`config.mk`:
```
export PLATFORM = sky130hd
export DESIGN_NAME = dma_xlate_unit
export DESIGN_NICKNAME = d
export VERILOG_FILES = /design/src/rtl/dxu_pkg.sv /design/src/rtl/dxu_config.sv /design/src/rtl/dxu_table.sv /design/src/rtl/dxu_lookup.sv /design/src/rtl/dma_xlate_unit.sv
export SDC_FILE = /design/constraint.sdc
export NUM_CORES = 2
export LEC_CHECK = 0
export BUFFER_PORTS_ARGS = -buffer_cell sky130_fd_sc_hd__buf_2
export CAP_MARGIN = 20
export CORE_MARGIN = 2
export CORE_UTILIZATION = 35
export CTS_CLUSTER_SIZE = 25
export DETAILED_ROUTE_END_ITERATION = 8
export SLEW_MARGIN = 20
export SYNTH_ARGS = -nofsm -noshare
export SYNTH_HDL_FRONTEND = slang
export SYNTH_HIERARCHICAL = 1
export SYNTH_SLANG_ARGS = --single-unit
```
`constraint.sdc`:
```
create_clock -name clk -period 5 [get_ports clk]
set_clock_uncertainty 0.15 [all_clocks]
set_input_delay 0.25 -clock clk [delete_from_list [all_inputs] [get_ports clk]]
set_output_delay 0.25 -clock clk [all_outputs]
set_load 0.01 [all_outputs]
```
`src/rtl/dxu_pkg.sv`:
```
package dxu_pkg;

    localparam int PERM_W = 2;

    typedef enum logic [PERM_W-1:0] {
        PERM_NONE = 2'd0,
        PERM_RO   = 2'd1,
        PERM_WO   = 2'd2,
        PERM_RW   = 2'd3
    } dxu_perm_e;

    // Access code carried in the two least significant bits of an entry.
    function automatic dxu_perm_e perm_decode(input logic [PERM_W-1:0] bits);
        dxu_perm_e p;
        case (bits)
            2'd1:    p = PERM_RO;
            2'd2:    p = PERM_WO;
            2'd3:    p = PERM_RW;
            default: p = PERM_NONE;
        endcase
        return p;
    endfunction

    function automatic int idx_width(input int depth);
        return (depth > 1) ? $clog2(depth) : 1;
    endfunction

endpackage

```
`src/rtl/dxu_config.sv`:
```
module dxu_config #(
    parameter int AW        = 32,
    parameter int DEPTH     = 16,
    parameter int SHIFT_MIN = 12,
    parameter int SHIFT_MAX = 24,
    parameter int SW        = $clog2(SHIFT_MAX + 1),
    parameter int CW        = $clog2(DEPTH + 1)
) (
    input  logic          clk,
    input  logic          rst,
    input  logic          en_req,
    input  logic          dis_req,
    input  logic [SW-1:0] req_shift,
    input  logic [CW-1:0] req_count,
    input  logic [AW-1:0] req_offset,
    output logic [SW-1:0] cur_shift,
    output logic [CW-1:0] cur_count,
    output logic [AW-1:0] cur_offset,
    output logic          clear_tbl,
    output logic [AW-1:0] win_size
);

    logic req_legal;
    logic load;

    always_comb begin
        req_legal = (req_shift >= SW'(SHIFT_MIN)) && (req_shift <= SW'(SHIFT_MAX)) &&
                    (req_count != '0) && (req_count <= CW'(DEPTH));
        load      = en_req && !dis_req && (cur_count == '0) && req_legal;
        clear_tbl = dis_req;
        win_size  = AW'(cur_count) << cur_shift;
    end

    always_ff @(posedge clk) begin
        if (rst || dis_req) begin
            cur_shift  <= '0;
            cur_count  <= '0;
            cur_offset <= '0;
        end else if (load) begin
            cur_shift  <= req_shift;
            cur_count  <= req_count;
            cur_offset <= req_offset;
        end
    end

endmodule

```
`src/rtl/dxu_table.sv`:
```
module dxu_table #(
    parameter int AW    = 32,
    parameter int DEPTH = 16,
    parameter int IW    = 4
) (
    input  logic          clk,
    input  logic          rst,
    input  logic          clear,
    input  logic          wr_en,
    input  logic [IW-1:0] wr_idx,
    input  logic [AW-1:0] wr_data,
    input  logic [IW-1:0] rd_idx,
    output logic [AW-1:0] rd_data
);

    logic [DEPTH-1:0][AW-1:0] ent;

    always_ff @(posedge clk) begin
        for (int i = 0; i < DEPTH; i++) begin
            if (rst || clear) begin
                ent[i] <= '0;
            end else if (wr_en && (wr_idx == IW'(i))) begin
                ent[i] <= wr_data;
            end
        end
    end

    generate
        if ((1 << IW) == DEPTH) begin : g_pow2
            assign rd_data = ent[rd_idx];
        end else begin : g_guard
            always_comb begin
                rd_data = '0;
                for (int i = 0; i < DEPTH; i++) begin
                    if (rd_idx == IW'(i)) rd_data = ent[i];
                end
            end
        end
    endgenerate

endmodule

```
`src/rtl/dxu_lookup.sv`:
```
module dxu_lookup
    import dxu_pkg::*;
#(
    parameter int AW = 32,
    parameter int SW = 5,
    parameter int CW = 5,
    parameter int IW = 4
) (
    input  logic          clk,
    input  logic          rst,
    input  logic          lk_req,
    input  logic [AW-1:0] lk_addr,
    input  logic [SW-1:0] cur_shift,
    input  logic [CW-1:0] cur_count,
    output logic [IW-1:0] rd_idx,
    input  logic [AW-1:0] rd_data,
    output logic          rsp_valid,
    output logic [AW-1:0] rsp_iova,
    output logic [AW-1:0] rsp_xaddr,
    output logic [AW-1:0] rsp_mask,
    output dxu_perm_e     rsp_perm
);

    typedef struct packed {
        logic [AW-1:0] iova;
        logic [AW-1:0] xaddr;
        logic [AW-1:0] mask;
        dxu_perm_e     perm;
    } rsp_t;

    logic [AW-1:0] idx_full;
    logic [AW-1:0] page_mask;
    logic          in_win;
    rsp_t          nxt;
    rsp_t          cur;

    always_comb begin
        idx_full  = lk_addr >> cur_shift;
        page_mask = ~((AW'(1) << cur_shift) - AW'(1));
        in_win    = (cur_count != '0) && (idx_full < AW'(cur_count));
        rd_idx    = idx_full[IW-1:0];
        if (in_win) begin
            nxt.iova  = lk_addr & page_mask;
            nxt.xaddr = rd_data & page_mask;
            nxt.mask  = ~page_mask;
            nxt.perm  = perm_decode(rd_data[PERM_W-1:0]);
        end else begin
            nxt.iova  = '0;
            nxt.xaddr = '0;
            nxt.mask  = '1;
            nxt.perm  = PERM_NONE;
        end
    end

    always_ff @(posedge clk) begin
        if (rst) begin
            rsp_valid  <= 1'b0;
            cur.iova   <= '0;
            cur.xaddr  <= '0;
            cur.mask   <= '1;
            cur.perm   <= PERM_NONE;
        end else begin
            rsp_valid <= lk_req;
            if (lk_req) cur <= nxt;
        end
    end

    assign rsp_iova  = cur.iova;
    assign rsp_xaddr = cur.xaddr;
    assign rsp_mask  = cur.mask;
    assign rsp_perm  = cur.perm;

endmodule

```
`src/rtl/dma_xlate_unit.sv`:
```
module dma_xlate_unit
    import dxu_pkg::*;
#(
    parameter int AW        = 32,
    parameter int DEPTH     = 16,
    parameter int SHIFT_MIN = 12,
    parameter int SHIFT_MAX = 24,
    parameter int SW        = $clog2(SHIFT_MAX + 1),
    parameter int CW        = $clog2(DEPTH + 1)
) (
    input  logic          clk,
    input  logic          rst,
    input  logic          cfg_enable,
    input  logic          cfg_disable,
    input  logic [SW-1:0] cfg_shift,
    input  logic [CW-1:0] cfg_count,
    input  logic [AW-1:0] cfg_offset,
    input  logic          tw_en,
    input  logic [AW-1:0] tw_addr,
    input  logic [AW-1:0] tw_data,
    input  logic          lk_req,
    input  logic [AW-1:0] lk_addr,
    output logic          rsp_valid,
    output logic [AW-1:0] rsp_iova,
    output logic [AW-1:0] rsp_xaddr,
    output logic [AW-1:0] rsp_mask,
    output logic [1:0]    rsp_perm,
    output logic [AW-1:0] win_size
);

    localparam int IW = idx_width(DEPTH);

    logic [SW-1:0] cur_shift;
    logic [CW-1:0] cur_count;
    logic [AW-1:0] cur_offset;
    logic          clear_tbl;
    logic [AW-1:0] wr_rel;
    logic [AW-1:0] wr_idx_full;
    logic          wr_hit;
    logic [IW-1:0] rd_idx;
    logic [AW-1:0] rd_data;
    dxu_perm_e     perm_q;

    dxu_config #(
        .AW(AW), .DEPTH(DEPTH), .SHIFT_MIN(SHIFT_MIN), .SHIFT_MAX(SHIFT_MAX),
        .SW(SW), .CW(CW)
    ) u_cfg (
        .clk       (clk),
        .rst       (rst),
        .en_req    (cfg_enable),
        .dis_req   (cfg_disable),
        .req_shift (cfg_shift),
        .req_count (cfg_count),
        .req_offset(cfg_offset),
        .cur_shift (cur_shift),
        .cur_count (cur_count),
        .cur_offset(cur_offset),
        .clear_tbl (clear_tbl),
        .win_size  (win_size)
    );

    // Write side: bus address relative to the offset, modulo 2^AW.
    always_comb begin
        wr_rel      = tw_addr - cur_offset;
        wr_idx_full = wr_rel >> cur_shift;
        wr_hit      = tw_en && (cur_count != '0) && (wr_idx_full < AW'(cur_count));
    end

    dxu_table #(.AW(AW), .DEPTH(DEPTH), .IW(IW)) u_tbl (
        .clk    (clk),
        .rst    (rst),
        .clear  (clear_tbl),
        .wr_en  (wr_hit),
        .wr_idx (wr_idx_full[IW-1:0]),
        .wr_data(tw_data),
        .rd_idx (rd_idx),
        .rd_data(rd_data)
    );

    dxu_lookup #(.AW(AW), .SW(SW), .CW(CW), .IW(IW)) u_lk (
        .clk      (clk),
        .rst      (rst),
        .lk_req   (lk_req),
        .lk_addr  (lk_addr),
        .cur_shift(cur_shift),
        .cur_count(cur_count),
        .rd_idx   (rd_idx),
        .rd_data  (rd_data),
        .rsp_valid(rsp_valid),
        .rsp_iova (rsp_iova),
        .rsp_xaddr(rsp_xaddr),
        .rsp_mask (rsp_mask),
        .rsp_perm (perm_q)
    );

    assign rsp_perm = perm_q;

endmodule

```
==> impl_metrics.toml <==
[critical_path]
crit_buf_inv = 6
crit_required_ps = 5410
endpoint_kind = "register"
ff2ff_setup_slack_ps = -500
worstSetupPathType = "register to register"
crit_path_max_incr_delay_ps = 460
critPathMaxFanout = 10
cp-start-kind = "register"
worstPathArrival_ps = 5910
cp_top_family = "simple AND/OR/NAND/NOR gates"
cpMaxStageDelayCell = "or4_1"

[placement]
place_congestion = 0.933
hpwl_um = 85200
numPortBuffers = 274

[synthesis]
synthDominantCellAreaShare_pct = 36.9
yosysWarningCount = 6
synth_nets = 4380
synth_top_cell_by_area = "dfxtp_1"
synth_area_leaders = "dfxtp_1 37%, mux4_2 9.4%, a21oi_1 9.3%"
synthMostInstantiatedCell = "a21oi_1"
async_flop_share_pct = 0
yosys_register_bits = 653
synth_cells = 4194
synthDistinctLibCells = 108
synth_area_per_cell_um2 = 8.44
seq_area_frac_synth_pct = 36.9
synth-main-ff-cell = "dfxtp_1"
synth_top_cells_by_count = "660 x a21oi_1, 653 x dfxtp_1, 534 x nand3_1, 496 x o21ai_0, 326 x clkbuf_1"
synthesis.area_um2 = 35400
synth_edf_count = 0

[clock_network]
cts_buffer_depth = 3
cts_root_buffer = "clkbuf_16"
clkTransAtPathRegs_ps = 60
clk-insertion-delay-late_ps = 650
cts.sinks = 653
htreeDepth = 3
cts_made_buffers = 74
cts_tree = "yes"

[final_layout]
fill_cells = 9432
register_area_um2 = 13100
syn_to_final_growth_pct = 30.4
multi_input_area_um2 = 21300
nNetsFinal = 4796
drive_above_1_share_pct = 29.2

[detailed_routing]
drc_errors = 0
avgViaCountPerCell = 6.06
routedWlPerCell_um = 23.5
dr.pass1.iters = 6
ant_nets = 0
vias = 36200
first_iter_violations = 3929
routed_wl_um = 140000

[grt]
gr-total-overflow = 0
grt_pass1_vias = 34300
grt_max_degree = 201
gr-usage-all-layers_pct = 25.3
grt_pass1_wl_um = 208000
antenna_found_initial = 15

[floorplanning]
rows = 116
start_util_pct = 35.3
die_w_um = 322
fp.dieH_um = 322
core_area_um2 = 100000
ioPinCount = 275
fp.dieArea_um2 = 104000

[hold_path]
hp-class = "primary input to register"

[timing]
tightest_slew_ps = 1110
setup_slack_ps = -499
final-hold-violation-count = 0
min_period_ps = 5500
timing.slew.headroom_pct = 26.0
rsz0062_at_grt = "true"
setup_viol = 512
fin_crit_sh_pct = 110
setup_tns_ps = -198230
fmax_mhz = 182
fin_hold_ws_ps = 43.0
drv_slew = 0

[pwr]
powerDensity_nw_per_um2 = 276
leakage_nw = 15.6
ir_worst_vdd_uv = 257

[outcome]
failed_checks = "setup timing"
outcome = "finished, violations left"

[run]
drv_cap = 0
[power by group]
part | total [mW] | internal (mW) | switching, mW
clock network | 5.45 | 3.07 | 2.38
registers | 5.21 | 5.20 | 0.00542
logic | 2.07 | 0.795 | 1.27
[area by class of cell]
type	instances	area share, %
Antenna cell	7	0.0380
Clock buffer	104	4.63
Clock inverter	30	0.608
Inverter	61	0.496
Multi-Input combinational cell	2971	46.3
Sequential cell	653	28.4
Tap cell	1298	3.52
Timing Repair Buffer	849	16.1
[placed cells by master (no fill, tap or decap), types with 30 or more instances in the layout]
cell,synthesis,final
mux2i_1,49,49
a22oi_1,73,71
mux2_2,31,30
inv_1,56,51
dfxtp_1,653,640
nand2_1,150,140
o21ai_0,496,421
o31ai_2,30,30
dlygate4sd3_1,0,116
o21ai_1,75,130
mux4_2,148,148
a21oi_1,660,595
nand4_1,47,47
buf_2,81,275
a32o_1,53,53
buf_4,16,345
nor2_1,172,162
nand3_1,534,495
buf_12,3,71
a21oi_2,6,64
clkbuf_16,0,86
[worst min-delay path: stages]
cell,delay [ps]
buf_2,130
nor4b_4,90
nand4_1,210
a21oi_1,90
[sequential cells by signal, indices dropped and copies added, names as in the netlist]
register / count
u_cfg/cur_count: 5
u_cfg/cur_offset: 32
u_cfg/cur_shift: 5
u_lk/rsp_iova: 32
u_lk/rsp_mask: 32
u_lk/rsp_perm: 2
u_lk/rsp_valid: 1
u_lk/rsp_xaddr: 32
u_tbl/ent: 512
[worst paths after layout]
kind / to / depth (start not counted) / from
worst max-delay path: u_tbl/ent[26] / 28 / u_cfg/cur_offset[16]
worst min-delay path: u_cfg/cur_offset[21] / 4 / cfg_disable
worst max register to register: u_tbl/ent[26] / 28 / u_cfg/cur_offset[16]
worst min register to register: u_lk/rsp_iova[24] / 1 / u_lk/rsp_iova[24]
[layer usage]
layer	wire (um)	track usage (%)	part of all wire, %	vias to the layer above
li1	-	-	-	16500
met2	65700	41.7	47	1586
met4	5940	10.3	4.2	6
met3	10500	3.65	7.5	298
met5	47	0	0.033	-
met1	58100	33.3	41	17800
[cell families after synthesis]
logic type      synth area share, %
buf+inv                        7.33
mux                            11.9
xor+xnor                      0.640
flops                          36.9
compound gates                 26.7
fa+ha+maj                      1.53
simple gates                   15.0
[repair_timing]
item	in CTS	in global routing
gates resized for setup	177	165
endpoints found under the hold margin	587	0
setup endpoints to repair	512	512
cloned	14	12
buffers inserted	38	19
hold buffers	116	0
pin swaps	59	52
[through the flow]
step | setup slack [ps] | std cells | util, % | power, mW | area, um^2
floorplan | -223 | 4194 | - | 6.30 | 35500
global placement | -704 | 5643 | 39.9 | 7.12 | 40000
detailed placement | -850 | 5643 | 39.9 | 7.12 | 40000
CTS | -373 | 5942 | 45.0 | 12.7 | 45100
global route | -695 | 5973 | 46.1 | 13.1 | 46100
finish | -499 | 5973 | 46.1 | 12.7 | 46100
Power figures use the tool's default switching activity.
